**src/rtl/ext_dma_pkg.sv**
```systemverilog
package ext_dma_pkg;
   typedef enum logic [1:0] {
      ST_IDLE  = 2'd0,
      ST_TURN  = 2'd1,
      ST_GRANT = 2'd2,
      ST_WAIT  = 2'd3
   } gst_t;
endpackage

```
**src/rtl/req_sync_edge.sv**
```systemverilog
module req_sync_edge #(
   parameter int STAGES = 2
) (
   input  logic clk,
   input  logic rst,
   input  logic req_n_async,
   output logic req_low,
   output logic fall
);
   logic [STAGES-1:0] chain;
   logic              prev_n;

   if (STAGES < 2) begin : g_bad_stages
      $error("req_sync_edge: STAGES must be at least 2");
   end

   always_ff @(posedge clk) begin
      if (rst) begin
         chain  <= '1;
         prev_n <= 1'b1;
      end else begin
         chain  <= {chain[STAGES-2:0], req_n_async};
         prev_n <= chain[STAGES-1];
      end
   end

   assign req_low = ~chain[STAGES-1];
   assign fall    = prev_n & ~chain[STAGES-1];
endmodule

```
**src/rtl/pend_counter.sv**
```systemverilog
module pend_counter #(
   parameter int MAX_PEND = 7,
   parameter int CW       = $clog2(MAX_PEND + 1)
) (
   input  logic          clk,
   input  logic          rst,
   input  logic          inc,
   input  logic          dec,
   output logic [CW-1:0] cnt,
   output logic          ovf
);
   localparam logic [CW-1:0] FULL = CW'(MAX_PEND);

   logic full, take;

   if (MAX_PEND < 1) begin : g_bad_depth
      $error("pend_counter: MAX_PEND must be at least 1");
   end

   assign full = (cnt == FULL);
   assign take = inc & (~full | dec);

   always_ff @(posedge clk) begin
      if (rst) begin
         cnt <= '0;
         ovf <= 1'b0;
      end else begin
         cnt <= cnt + CW'(take) - CW'(dec);
         if (inc && full && !dec) ovf <= 1'b1;
      end
   end

   AST_CNT_BOUND:   assert property (@(posedge clk) disable iff (rst) cnt <= FULL);
   AST_OVF_STICKY:  assert property (@(posedge clk) disable iff (rst) ovf |=> ovf);
   AST_DEC_PENDING: assert property (@(posedge clk) disable iff (rst) dec |-> cnt != '0);
endmodule

```
**src/rtl/prio_pick.sv**
```systemverilog
module prio_pick #(
   parameter int N         = 4,
   parameter bit LOW_FIRST = 1'b1,
   parameter int IW        = (N > 1) ? $clog2(N) : 1
) (
   input  logic [N-1:0]  req,
   output logic          found,
   output logic [IW-1:0] idx
);
   assign found = |req;

   if (LOW_FIRST) begin : g_low_first
      always_comb begin
         idx = '0;
         for (int i = N - 1; i >= 0; i--) begin
            if (req[i]) idx = IW'(i);
         end
      end
   end else begin : g_high_first
      always_comb begin
         idx = '0;
         for (int i = 0; i < N; i++) begin
            if (req[i]) idx = IW'(i);
         end
      end
   end

   AST_PICK_VALID: assert property (@(req) found |-> req[idx]) else ;
endmodule

```
**src/rtl/ext_dma_grant.sv**
```systemverilog
module ext_dma_grant
   import ext_dma_pkg::*;
#(
   parameter int NUM_CH      = 4,
   parameter int MAX_PEND    = 7,
   parameter int SYNC_STAGES = 2,
   parameter bit LOW_FIRST   = 1'b1
) (
   input  logic              clk,
   input  logic              rst,
   input  logic [NUM_CH-1:0] req_n,
   input  logic              bus_own,
   output logic [NUM_CH-1:0] gnt_n,
   output logic [NUM_CH-1:0] ovf
);
   localparam int CW = $clog2(MAX_PEND + 1);
   localparam int IW = (NUM_CH > 1) ? $clog2(NUM_CH) : 1;

   if (NUM_CH < 1) begin : g_bad_ch
      $error("ext_dma_grant: NUM_CH must be at least 1");
   end
   if (NUM_CH > (1 << IW)) begin : g_bad_iw
      $error("ext_dma_grant: channel index width too small");
   end

   logic [NUM_CH-1:0] req_low, fall, dec, elig;
   logic [CW-1:0]     cnt [NUM_CH];
   gst_t              state, nxt_state;
   logic [IW-1:0]     cur_ch, nxt_ch, sel;
   logic              found, done;
   logic [NUM_CH-1:0] nxt_gnt_n;

   for (genvar i = 0; i < NUM_CH; i++) begin : g_ch
      req_sync_edge #(.STAGES(SYNC_STAGES)) u_sync (
         .clk        (clk),
         .rst        (rst),
         .req_n_async(req_n[i]),
         .req_low    (req_low[i]),
         .fall       (fall[i])
      );
      pend_counter #(.MAX_PEND(MAX_PEND), .CW(CW)) u_cnt (
         .clk(clk),
         .rst(rst),
         .inc(fall[i]),
         .dec(dec[i]),
         .cnt(cnt[i]),
         .ovf(ovf[i])
      );
   end

   // completion of the grant in flight and eligibility that excludes the word being consumed
   always_comb begin
      done = (state == ST_GRANT) || (state == ST_WAIT && !req_low[cur_ch]);
      for (int i = 0; i < NUM_CH; i++) begin
         dec[i]  = done && (cur_ch == IW'(i));
         elig[i] = cnt[i] > CW'(dec[i]);
      end
   end

   prio_pick #(.N(NUM_CH), .LOW_FIRST(LOW_FIRST), .IW(IW)) u_pick (
      .req  (elig),
      .found(found),
      .idx  (sel)
   );

   always_comb begin
      nxt_state = state;
      nxt_ch    = cur_ch;
      unique case (state)
         ST_IDLE: begin
            if (found) begin
               nxt_ch    = sel;
               nxt_state = !bus_own ? ST_TURN : (req_low[sel] ? ST_WAIT : ST_GRANT);
            end
         end
         ST_TURN: nxt_state = req_low[cur_ch] ? ST_WAIT : ST_GRANT;
         ST_GRANT, ST_WAIT: begin
            if (done) begin
               if (found) begin
                  nxt_ch    = sel;
                  nxt_state = !bus_own ? ST_TURN : (req_low[sel] ? ST_WAIT : ST_GRANT);
               end else begin
                  nxt_state = ST_IDLE;
               end
            end
         end
         default: nxt_state = ST_IDLE;
      endcase
      nxt_gnt_n = '1;
      if (nxt_state == ST_GRANT || nxt_state == ST_WAIT) nxt_gnt_n[nxt_ch] = 1'b0;
   end

   always_ff @(posedge clk) begin
      if (rst) begin
         state  <= ST_IDLE;
         cur_ch <= '0;
         gnt_n  <= '1;
      end else begin
         state  <= nxt_state;
         cur_ch <= nxt_ch;
         gnt_n  <= nxt_gnt_n;
      end
   end

   AST_ONE_GRANT: assert property (@(posedge clk) disable iff (rst) $onehot0(~gnt_n));
   AST_TURN_ONCE: assert property (@(posedge clk) disable iff (rst)
      state == ST_TURN |=> (state == ST_GRANT || state == ST_WAIT));
   AST_WAIT_HOLD: assert property (@(posedge clk) disable iff (rst)
      (state == ST_WAIT && req_low[cur_ch]) |=> $stable(gnt_n));
   AST_GRANT_HAS_WORK: assert property (@(posedge clk) disable iff (rst)
      (state == ST_GRANT) |-> cnt[cur_ch] != '0);
endmodule

```
**config.mk**
```make
export PLATFORM = sky130hd
export DESIGN_NAME = ext_dma_grant
export DESIGN_NICKNAME = d
export VERILOG_FILES = /design/src/rtl/ext_dma_pkg.sv /design/src/rtl/req_sync_edge.sv /design/src/rtl/pend_counter.sv /design/src/rtl/prio_pick.sv /design/src/rtl/ext_dma_grant.sv
export SDC_FILE = /design/constraint.sdc
export NUM_CORES = 1
export LEC_CHECK = 0
export BUFFER_PORTS_ARGS = -buffer_cell sky130_fd_sc_hd__buf_2
export CAP_MARGIN = 20
export CORE_MARGIN = 5
export CORE_UTILIZATION = 58
export CTS_CLUSTER_SIZE = 14
export DETAILED_ROUTE_END_ITERATION = 6
export PLACE_DENSITY = 0.77
export SYNTH_ARGS = -nofsm -noshare
export SYNTH_HDL_FRONTEND = slang
export SYNTH_HIERARCHICAL = 1
export SYNTH_SLANG_ARGS = --single-unit
```
**constraint.sdc**
```tcl
create_clock -name clk -period 4.2 [get_ports clk]
set_input_delay 0.21 -clock clk [delete_from_list [all_inputs] [get_ports clk]]
set_output_delay 0.21 -clock clk [all_outputs]
set_load 0.005 [all_outputs]
```
==> reports/metrics.sh, run 1 <==
RUN_STATUS='finished clean'
GP_ROUTABILITY_CONGESTION=0.901
CRIT-REG2REG-LAUNCH='cur_ch[1]$_SDFF_PP0_'
ANT_NETS=0
HOLD_DEPTH=2
MAXIMUM_RESISTIVE_DROP_ON_VDD_mV=0.312
REGTOREGSETUPSLACK_NS=0.83
N_DIODES=0
FINAL.SETUP_SKEW_NS=0.00738
NUMBER_OF_ENABLE_FLIP_FLOP_CELLS_AFTER_SYNTHESIS=0
REMAINING_DRC_ERRORS=0
GRT_ANTENNA_BEFORE_REPAIR=0
GRT_START_MAX_NET_PINS=36
CTS.REPORTEDPATHS.CLKPINSLEW_NS=0.10
DRV_CAP=0
CTS_RESIZED=0
DRT-VIAS-PER-INSTANCE=5.47
SETUP_TNS_NS=0
YOSYS.AREA.TOP_TYPE='dfxtp_1'
SLEW_VIOL_FINAL=0
REPORT.FINAL.SETUP_VIOL=0
MAXSLEWHEADROOM_PCT=62.4
REMAINING_GLOBAL_ROUTE_OVERFLOW=0
CRIT_PATH_TIME_FINAL_NS=3.37
SYNTH.TOP_CELL.AREA_SHARE_PCT=40.2
TRITONCTS='built'
CTS_BUFFERS=5
FLOORPLAN.CORE_AREA_MM2=0.00300
POST_SYNTH.CELL_AREA_AVG_UM2=10.1
CRIT_PATH_MAX_FANOUT=9
SYNTHFLOPTYPE='dfxtp_1'
TIMING.FINAL.HOLD_VIOLATIONS=0
CRITICAL_PATH.ENDPOINT_TYPE='register'
DPL.HPWL_UM=2240
ROUTE.VIAS.TOTAL=1263
FILLER_CELL_COUNT=269
GLOBAL_ROUTE_WIRE_LENGTH_BEFORE_REPAIR_UM=5330
NUM_IO_PINS=15
NUM-NETS-FINAL=220
GRT_USE_TOTAL_PCT=16.2
VIA_COUNT_OF_THE_FIRST_GLOBAL_ROUTING_PASS=1312
WORST_SKEW_PAIR.LATE_LATENCY_NS=0.34
YS_SEQ_ELEMENTS=36
SYNTHESIZED_NETLIST_NET_COUNT=201
SYNTH_SEQ_AREA_SHARE_PCT=40.2
POST-CTS-SETUP-BUFFER-COUNT=0
TIMING.FINAL.CRIT_SHARE_PCT=80.2
CTS.SINK_COUNT=36
WORSTPATHREQUIRED_NS=4.43
POST_ROUTE_CELLS_DRIVE_ABOVE_1_SHARE_PCT=15.2
AVGROUTEDWIREPERCELL_UM=13.0
DIE_Y_UM=65.6
SYNTHMOSTINSTANTIATEDCELL='dfxtp_1'
UTILIZATION_PCT=65.3
WORSTMARGINPINSLEW_NS=0.556
SYN_AREA_MM2=0.00179
CORE.ROWCOUNT=20
DESIGN.DIE.AREA_MM2=0.00431
GRT_SETUP_UNREPAIRED='no'
FMAX_GHz=0.297
WORST_HOLD_PATH.ENDPOINT='g_ch[1].u_sync/chain[0]$_SDFF_PP1_'
START_UTIL_PCT=59.8
POST_SYNTH_NUM_CELL_TYPES=33
FP.DIEW_UM=65.6
YOSYS_WARNINGS=6
SYNTH_COMMON_CELLS='dfxtp_1, inv_1, nor2b_1'
NETLIST_INSTANCES=178
POWERDENSITY_mW_PER_MM2=536
CLK_PATH_BUF_DEPTH=2
CTS_MAX_LEVEL=2
NUMBER_OF_HOLD_BUFFERS_ADDED_AFTER_CTS=0
REG2REG_DEPTH=11
CP-START-KIND='register'
YS_ASYNC_SR_FRACTION_PCT=0
PATH_CLASS='reg2reg'
WORSTPATHARRIVAL_NS=3.60
SYN2LAYOUT_AREA_GROWTH_PCT=9.21
HOLD_WS_NS=0.0420
POWER.STATIC_LEAKAGE_nW=0.841
ROUTED_WIRELENGTH_UM=3000
PLACEMENT.IO_BUFFERS=14
HOLD_START='req_n[1]'
DETAIL_ROUTE.FIRST_PASS.ITERATIONS=4
SYNTH.TOP_CELLS.BY_AREA='dfxtp_1, ha_1, inv_1, xor3_1, nor2b_1'
MIN_PATH_TYPE='in2reg'
CTS_ROOT_BUFFER='clkbuf_4'
DRT_ITER0_DRC=55
cell usage in the layout, fill, tap and decap left out, types with 2 or more instances in the layout:
cell and n:
a21bo_2 2, a21oi_2 2, a31oi_1 2, buf_2 14
clkbuf_4 5, dfxtp_1 36, fa_1 4, ha_1 12
inv_1 27, mux4_2 2, nand2_1 7, nand2b_1 7
nand3_1 3, nand4b_1 4, nor2_1 12, nor2b_1 13
nor3_1 2, nor4b_1 2, o21ai_0 6, o22ai_1 4
o31a_1 2, or2_1 12, xor3_1 4
stage by stage:
stage	std cells	power (mW)	area [um^2]	worst slack, ns
floorplan	178	0.743	1790	1.18
global placement	223	0.795	1880	0.901
detailed placement	223	0.820	1880	0.874
CTS	231	1.06	1960	0.796
global route	231	1.14	1960	0.544
finish	231	1.05	1960	0.832
worst max-delay path by stage:
stage                          end  slack, ns                 start  depth (start not counted)
final                     register       0.83  cur_ch[1]$_SDFF_PP0_                         11
after global routing      register       0.54  cur_ch[1]$_SDFF_PP0_                         11
after CTS                 register       0.80  cur_ch[1]$_SDFF_PP0_                         11
after detailed placement  register       0.87  cur_ch[1]$_SDFF_PP0_                         11
after global placement    register       0.90  cur_ch[1]$_SDFF_PP0_                         11
after floorplan           register       1.18  cur_ch[1]$_SDFF_PP0_                         13
power breakdown:
part / total [mW] / switching (mW) / internal (mW) / leakage, nW
Clock: 0.235 / 0.111 / 0.125 / 0.0422
Sequential: 0.448 / 0.0546 / 0.394 / 0.295
Combinational: 0.367 / 0.183 / 0.184 / 0.504
Total: 1.05 / 0.348 / 0.702 / 0.841
critical path, stage by stage, from the launching register on:
cell	delay (ns)
dfxtp_1	0.53
mux2i_1	0.28
nor2_1	0.16
nor4bb_1	0.54
ha_1	0.32
o21ai_0	0.20
nor2_1	0.09
nor3_1	0.36
mux4_2	0.38
nor2b_1	0.12
nor2_1	0.04
o31a_1	0.24
final cells by class:
class | instances | area [um^2] | share of cell area (%)
multi-input combinational | 113 | 950 | 48.5
sequential | 36 | 721 | 36.8
inverter | 27 | 101 | 5.17
timing repair buffer | 14 | 70.1 | 3.58
clock buffer | 6 | 41.3 | 2.11
tap | 33 | 41.3 | 2.11
clock inverter | 2 | 35.0 | 1.79
cells by family after synthesis:
group                      synth area share [%]
buffers and inverters                      6.90
and+or+nand+nor                            22.3
adders and majority gates                  12.8
DFF                                        40.2
AOI/OAI and AO/OA                          8.58
muxes                                      3.90
xor gates and xnor gates                   5.30
routing by layer:
metal	track usage (%)	part of all wire (%)	routed length, um	vias to the layer above
met3	4.44	4.0	120	7
met2	29.0	52	1570	25
met5	0	0	0	-
met1	17.1	42	1250	596
li1	-	-	-	635
met4	8.29	1.8	55	0
sequential cells by signal, indices dropped and copies added, names as in the netlist, named ones only:
name	count
g_ch.u_cnt/cnt	12
g_ch.u_sync/chain	8
gnt_n	4
g_ch.u_cnt/ovf	4
g_ch.u_sync/prev_n	4
cur_ch	2
state	1
(Power assumes the default switching activity.)
==> inputs of run 2 (changes only) <==
==> constraint.sdc (replaced) <==
create_clock -name clk -period 3.4 [get_ports clk]
set_input_delay 0.17 -clock clk [delete_from_list [all_inputs] [get_ports clk]]
set_output_delay 0.17 -clock clk [all_outputs]
set_load 0.005 [all_outputs]
==> run 2 against run 1 <==
Sequential share of layout area is 1.2 points lower. Combinational power is 35% higher. Flip-flop and latch count stayed put. First-iteration DRC count is 15% higher. Largest cell class unchanged. Highest routed layer unchanged.
==> reports/metrics.sh, run 2 (synthesis results as in run 1) <==
RUN_STATUS='finished clean'
FINALPOWER_mW=1.34
MAXSLEWHEADROOM_PCT=64.0
GRT_USE_TOTAL_PCT=15.9
SLEW_VIOL_FINAL=0
VIA_COUNT_OF_THE_FIRST_GLOBAL_ROUTING_PASS=1278
POWER.STATIC_LEAKAGE_nW=0.874
CRITICAL_PATH.ENDPOINT_TYPE='register'
AREA.SEQUENTIAL_UM2=722
POSTPLACECELLAREA_MM2=0.00191
N_DIODES=0
GRT_SETUP_UNREPAIRED='yes'
GRT_START_MAX_NET_PINS=36
REPORT.FINAL.SETUP_VIOL=0
LARGEST-REGISTER='g_ch.u_cnt/cnt'
POST-ROUTE-CELL-AREA_MM2=0.00203
STDCELL_COUNT=237
NUMBER_OF_FLIP_FLOPS_UNDER_THE_LARGEST_REGISTER_NAME=12
CLK_PATH_BUF_DEPTH=2
WORSTPATHARRIVAL_NS=3.43
WORSTPATHREQUIRED_NS=3.63
REMAINING_DRC_ERRORS=0
DESIGN.DIE.AREA_MM2=0.00431
GP_ROUTABILITY_CONGESTION=0.773
POST-CTS-SETUP-BUFFER-COUNT=0
FINAL.SETUP_SKEW_NS=0.00947
FLOORPLAN.CORE_AREA_MM2=0.00300
NUM_IO_PINS=15
GRT_ANTENNA_BEFORE_REPAIR=0
WORST_SKEW_PAIR.LATE_LATENCY_NS=0.34
NUM-NETS-FINAL=226
ROUTED_WIRELENGTH_UM=2920
DRT-VIAS-PER-INSTANCE=5.28
CTS.REPORTEDPATHS.CLKPINSLEW_NS=0.11
CTS_ROOT_BUFFER='clkbuf_4'
DRT_ITER0_DRC=63
DRV_CAP=0
PLACED_CELLS=226
REMAINING_GLOBAL_ROUTE_OVERFLOW=0
SYN2LAYOUT_AREA_GROWTH_PCT=13.2
CRIT-REG2REG-LAUNCH='cur_ch[1]$_SDFF_PP0_'
AVGROUTEDWIREPERCELL_UM=12.3
ROUTE.VIAS.TOTAL=1251
TIMING.CRITICAL_PATH.FROM='cur_ch[1]$_SDFF_PP0_'
DPL.HPWL_UM=2160
AREA_OF_COMBINATIONAL_CELLS_WITH_MULTIPLE_INPUTS_UM2=967
WORSTMARGINPINSLEW_NS=0.540
PLACEMENT.IO_BUFFERS=14
PRE_CTS_WS_NS=0.115
MIN_PATH_TYPE='in2reg'
CORE.ROWCOUNT=20
TIMING.FINAL.CRIT_SHARE_PCT=94.2
FINALWORSTSETUPSLACK_NS=0.197
POWERDENSITY_mW_PER_MM2=661
POST_ROUTE_CELLS_DRIVE_ABOVE_1_SHARE_PCT=18.1
LAYOUT.CELLS.MOST_COMMON='dfxtp_1'
TRITONCTS='built'
ANT_NETS=0
LAYOUT_TOP_REGISTERS='g_ch.u_cnt/cnt (12), g_ch.u_sync/chain (8)'
DIE_Y_UM=65.6
FINAL_CELL_MIX='dfxtp_1, inv_1, buf_2'
CTS_MAX_LEVEL=2
FMAX_GHz=0.312
REG2REG_DEPTH=11
CTS.SINK_COUNT=36
CRIT_PATH_MAX_FANOUT=9
UTILIZATION_PCT=67.6
SETUP_TNS_NS=0
REGTOREGSETUPSLACK_NS=0.20
CRIT_PATH_TIME_FINAL_NS=3.20
START_UTIL_PCT=59.8
DETAIL_ROUTE.FIRST_PASS.ITERATIONS=4
HOLD_WS_NS=0.0139
CTS_BUFFERS=5
MAXIMUM_RESISTIVE_DROP_ON_VDD_mV=0.311
FILLER_CELL_COUNT=259
GLOBAL_ROUTE_WIRE_LENGTH_BEFORE_REPAIR_UM=5300
CP-START-KIND='register'
FP.DIEW_UM=65.6
TIMING.FINAL.HOLD_VIOLATIONS=0
PATH_CLASS='reg2reg'
==> run 2: critical path, stage by stage, from the launching register on <==
cell	delay, ns
dfxtp_2	0.45
mux2_4	0.33
and3_4	0.22
nor3_1	0.31
ha_1	0.28
o21ai_0	0.28
inv_1	0.10
a21oi_2	0.20
mux4_2	0.53
nor2b_1	0.12
nor2_1	0.05
o31a_1	0.24
==> run 2: how the worst min path moves through the flow <==
stage / from / end / slack, ns / cells past startpoint
after detailed placement: req_n[2] / g_ch[2].u_sync/chain[0]$_SDFF_PP1_ / 0.35 / 2
after floorplan: rst / cur_ch[1]$_SDFF_PP0_ / 0.23 / 1
final: req_n[3] / g_ch[3].u_sync/chain[0]$_SDFF_PP1_ / 0.01 / 2
after CTS: req_n[3] / g_ch[3].u_sync/chain[0]$_SDFF_PP1_ / 0.01 / 2
after global placement: req_n[1] / g_ch[1].u_sync/chain[0]$_SDFF_PP1_ / 0.35 / 2
after global routing: req_n[3] / g_ch[3].u_sync/chain[0]$_SDFF_PP1_ / 0.02 / 2
==> run 2: cell type report <==
class,count,area share (%)
Clock buffer,6,2.03
Clock inverter,2,1.73
Inverter,27,4.99
Multi-Input combinational cell,113,47.6
Sequential cell,36,35.6
Tap cell,33,2.03
Timing Repair Buffer,20,6.04
==> run 2: where the power goes <==
| part | leakage [nW] | switching (mW) | internal, mW | total (mW) |
|---|---|---|---|---|
| Combinational | 0.536 | 0.240 | 0.258 | 0.497 |
| Sequential | 0.295 | 0.0672 | 0.487 | 0.555 |
| Clock | 0.0422 | 0.137 | 0.154 | 0.291 |
| Total | 0.874 | 0.444 | 0.899 | 1.34 |
==> run 2: layer usage <==
| metal | vias up | wire length [um] | track usage [%] |
|---|---|---|---|
| met1 | 583 | 1340 | 18.4 |
| met2 | 20 | 1430 | 27.2 |
| met4 | 0 | 37 | 6.22 |
| met5 | - | 0 | 0 |
| met3 | 5 | 118 | 4.79 |
| li1 | 643 | - | - |
==> run 2: what timing repair did <==
action                                  4_1_cts  5_1_grt
hold buffers                                  3        0
endpoints found under the setup margin        0        6
gates resized for setup                       0        4
hold endpoints to repair                      3        0
==> inputs of run 3 (changes only) <==
--- a/config.mk
+++ b/config.mk
@@ -11,8 +11,7 @@
 export CORE_UTILIZATION = 58
 export CTS_CLUSTER_SIZE = 14
 export DETAILED_ROUTE_END_ITERATION = 6
-export PLACE_DENSITY = 0.77
+export PLACE_DENSITY = 0.88
 export SYNTH_ARGS = -nofsm -noshare
 export SYNTH_HDL_FRONTEND = slang
-export SYNTH_HIERARCHICAL = 1
 export SYNTH_SLANG_ARGS = --single-unit
==> run 3 against run 2 <==
Largest power group unchanged. Non-clock buffer count decreased by 4. Area after synthesis grew 1.5%. Cell area down 2.2%. Via count rose by 5.4%. Largest cell class unchanged. Register-to-register slack better by 0.72 ns. Critical path type unchanged. Worst hold slack got worse by 0.010 ns. Sequential power about the same. Synthesized cell count up 8.4%. Setup slack improved by 0.72 ns.
==> reports/metrics.sh, run 3 <==
RUN_STATUS='finished clean'
WORSTPATHREQUIRED_NS=3.63
PLACED_CELLS=244
ROUTE.VIAS.TOTAL=1318
SYNTHFLOPTYPE='dfxtp_1'
YOSYS.AREA_SHARE.XOR_XNOR_PCT=3.37
CLK_PATH_BUF_DEPTH=2
YOSYS_WARNINGS=0
GLOBAL_ROUTE_WIRE_LENGTH_BEFORE_REPAIR_UM=5240
SYNTH_COMMON_CELLS='dfxtp_1, inv_1, nor2_1'
DRT_ITER0_DRC=69
TRITONCTS='built'
POST_SYNTH_NUM_CELL_TYPES=40
NETLIST_INSTANCES=193
WORST-PATH-STAGES=9
CRIT_PATH_MAX_INCR_DELAY_NS=0.60
REMAINING_GLOBAL_ROUTE_OVERFLOW=0
YS_SEQ_ELEMENTS=36
POST_ROUTE_CELLS_DRIVE_ABOVE_1_SHARE_PCT=19.0
START_UTIL_PCT=60.1
FMAX_GHz=0.403
FILLER_CELL_COUNT=267
WORSTPATHARRIVAL_NS=2.71
SYNTH-COMPOUND-AREA-SHARE_PCT=10.7
REPORT.FINAL.SETUP_VIOL=0
DIE_Y_UM=66.0
SYN2LAYOUT_AREA_GROWTH_PCT=9.07
FLOORPLAN.CORE_AREA_MM2=0.00303
WORSTMARGINPINSLEW_NS=0.596
SYN_AREA_MM2=0.00182
NUMBER_OF_ENABLE_FLIP_FLOP_CELLS_AFTER_SYNTHESIS=0
CP_CELL_SEQUENCE='inv_1, a2111oi_0, ha_1, nand2b_1, a32oi_1, a311oi_2, a21oi_1, a211oi_2, nand2_1'
ANT_NETS=0
NUM_IO_PINS=15
CTS_MAX_LEVEL=2
CP-START-KIND='register'
PLACEMENT.IO_BUFFERS=14
SETUP_TNS_NS=0
CTS.SINK_COUNT=36
YOSYS.AREA_SHARE.ADDER_PCT=12.6
TIMING.CRITICAL_PATH.MAX_DELAY_FAMILY='compound AO/OA/AOI/OAI gates'
SYNTHESIZED_NETLIST_NET_COUNT=216
YOSYS.AREA_SHARE.SIMPLE_PCT=25.6
GRT_START_MAX_NET_PINS=33
POWER.STATIC_LEAKAGE_nW=0.809
MIN_PATH_TYPE='in2reg'
CTS_ROOT_BUFFER='clkbuf_4'
SYNTH.TOP_CELLS.BY_AREA='dfxtp_1, ha_1, fa_1, inv_1, nor2_1'
NUM-NETS-FINAL=232
LAYOUT.CELLS.MOST_COMMON='dfxtp_1'
LARGEST-REGISTER='g_ch.u_cnt.cnt'
WORST_SKEW_PAIR.LATE_LATENCY_NS=0.34
CRITICAL_PATH.ENDPOINT_TYPE='register'
AVGROUTEDWIREPERCELL_UM=12.0
LAYOUT_TOP_REGISTERS='g_ch.u_cnt.cnt (12), g_ch.u_sync.chain (8)'
STDCELL_COUNT=254
SYNTHMOSTINSTANTIATEDCELL='dfxtp_1'
SYNTH.TOP_CELL.AREA_SHARE_PCT=39.6
REG2REG_DEPTH=9
FINAL.SETUP_SKEW_NS=0.00600
GRT_SETUP_UNREPAIRED='no'
REMAINING_DRC_ERRORS=0
CTS_BUFFERS=5
YS_ASYNC_SR_FRACTION_PCT=0
GP_ROUTABILITY_CONGESTION=0.779
N_DIODES=0
DESIGN.DIE.AREA_MM2=0.00436
DETAIL_ROUTE.FIRST_PASS.ITERATIONS=5
VIA_COUNT_OF_THE_FIRST_GLOBAL_ROUTING_PASS=1247
CP_NUM_BUF_INV=1
FP.DIEW_UM=66.0
HOLD_DEPTH=2
YOSYS.AREA.TOP_TYPE='dfxtp_1'
MULTIPLEXER_FRACTION_OF_THE_SYNTHESIZED_CELL_AREA_PCT=1.44
GRT_USE_TOTAL_PCT=16.0
CRIT_PATH_TIME_FINAL_NS=2.48
DRT-VIAS-PER-INSTANCE=5.19
TIMING.FINAL.HOLD_VIOLATIONS=0
DPL.HPWL_UM=2220
MAXSLEWHEADROOM_PCT=59.2
PATH_CLASS='reg2reg'
CTS.REPORTEDPATHS.CLKPINSLEW_NS=0.10
DRV_CAP=0
FINAL_CELL_MIX='dfxtp_1, inv_1, nor2_1'
POST_SYNTH.CELL_AREA_AVG_UM2=9.43
GRT_ANTENNA_BEFORE_REPAIR=0
SLEW_VIOL_FINAL=0
MAXIMUM_RESISTIVE_DROP_ON_VDD_mV=0.365
ROUTED_WIRELENGTH_UM=3040
POWERDENSITY_mW_PER_MM2=650
CRIT_PATH_MAX_FANOUT=6
DOMINANT_COMBINATIONAL_CELL_FAMILY_BY_AREA_AFTER_SYNTHESIS='simple AND/OR/NAND/NOR gates'
CORE.ROWCOUNT=20
SYNTH_SEQ_AREA_SHARE_PCT=39.6
NUMBER_OF_FLIP_FLOPS_UNDER_THE_LARGEST_REGISTER_NAME=12
TIMING.FINAL.CRIT_SHARE_PCT=73.0
FINALPOWER_mW=1.29
CRIT_SLOWEST_CELL='a2111oi_0'
-- run 3: changes by cell type after synthesis, sizes merged, moves of 5 or more --
| cell | before | now |
|---|---|---|
| o21ai | 6 | 0 |
| nor2 | 12 | 20 |
| nand4 | 0 | 5 |
| inv | 27 | 21 |
| xnor2 | 0 | 7 |
| nor2b | 13 | 4 |
-- run 3: worst register-to-register path, cell delays in order (launching register included) --
cell and delay [ns]:
dfxtp_1 0.37, inv_1 0.09, a2111oi_0 0.60, ha_1 0.31, nand2b_1 0.11, a32oi_1 0.13
a311oi_2 0.38, a21oi_1 0.09, a211oi_2 0.23, nand2_1 0.07
-- run 3: kinds of logic (layout without fill, tap and decap cells) --
group,Yosys count,in the layout
flops,36,36
fa+ha+maj,16,16
compound gates,25,25
buf+inv,28,45
mux,1,1
xor+xnor,7,7
simple gates,80,80
-- run 3: per-layer routing --
metal  routed length, um  vias to the layer above  part of all wire [%]  global-route usage [%]
met2                1440                       17                    47                    27.2
met1                1410                      601                    46                    18.0
li1                    -                      692                     -                       -
met4                  74                        0                   2.4                    8.38
met5                   0                        -                     0                       0
met3                 114                        8                   3.7                    4.59
-- run 3: area by class of cell --
class | count | area (um^2) | area share, %
clock inverters | 2 | 10.0 | 0.504
clock buffers | 6 | 51.3 | 2.58
well taps | 44 | 55.1 | 2.77
multi-input cells | 129 | 980 | 49.3
flip-flops and latches | 36 | 721 | 36.3
repair buffers | 16 | 90.1 | 4.54
inverters | 21 | 78.8 | 3.97
-- run 3: report_power, final --
| group | total [mW] | switching (mW) | internal (mW) |
|---|---|---|---|
| registers | 0.554 | 0.0661 | 0.488 |
| clock network | 0.236 | 0.138 | 0.0983 |
| logic | 0.501 | 0.269 | 0.232 |
-- run 3: stage by stage --
step           utilization [%]  worst slack, ns  cell area (um^2)  hold WS (ns)
2_1_floorplan                -             1.21              1820         0.274
3_3_place_gp              62.9             1.06              1900         0.353
3_5_place_dp              62.9            0.915              1900         0.354
4_1_cts                   65.6            0.905              1990       0.00167
5_1_grt                   65.6            0.585              1990       0.00484
6_report                  65.6            0.917              1990       0.00349
-- run 3: worst paths after layout --
check	startpoint	to	slack (ns)
max	g_ch[0].u_sync.chain[1]$_SDFF_PP1_	gnt_n[2]$_SDFF_PP1_	0.92
min	req_n[0]	g_ch[0].u_sync.chain[0]$_SDFF_PP1_	0.003
max reg2reg	g_ch[0].u_sync.chain[1]$_SDFF_PP1_	gnt_n[2]$_SDFF_PP1_	0.92
min reg2reg	g_ch[3].u_sync.chain[0]$_SDFF_PP1_	g_ch[3].u_sync.chain[1]$_SDFF_PP1_	0.42
-- run 3: timing repair --
action                                 4_1_cts  5_1_grt
buffers inserted                             0        0
hold buffers                                 2        0
endpoints found under the hold margin        2        0
resized for setup                            0        0
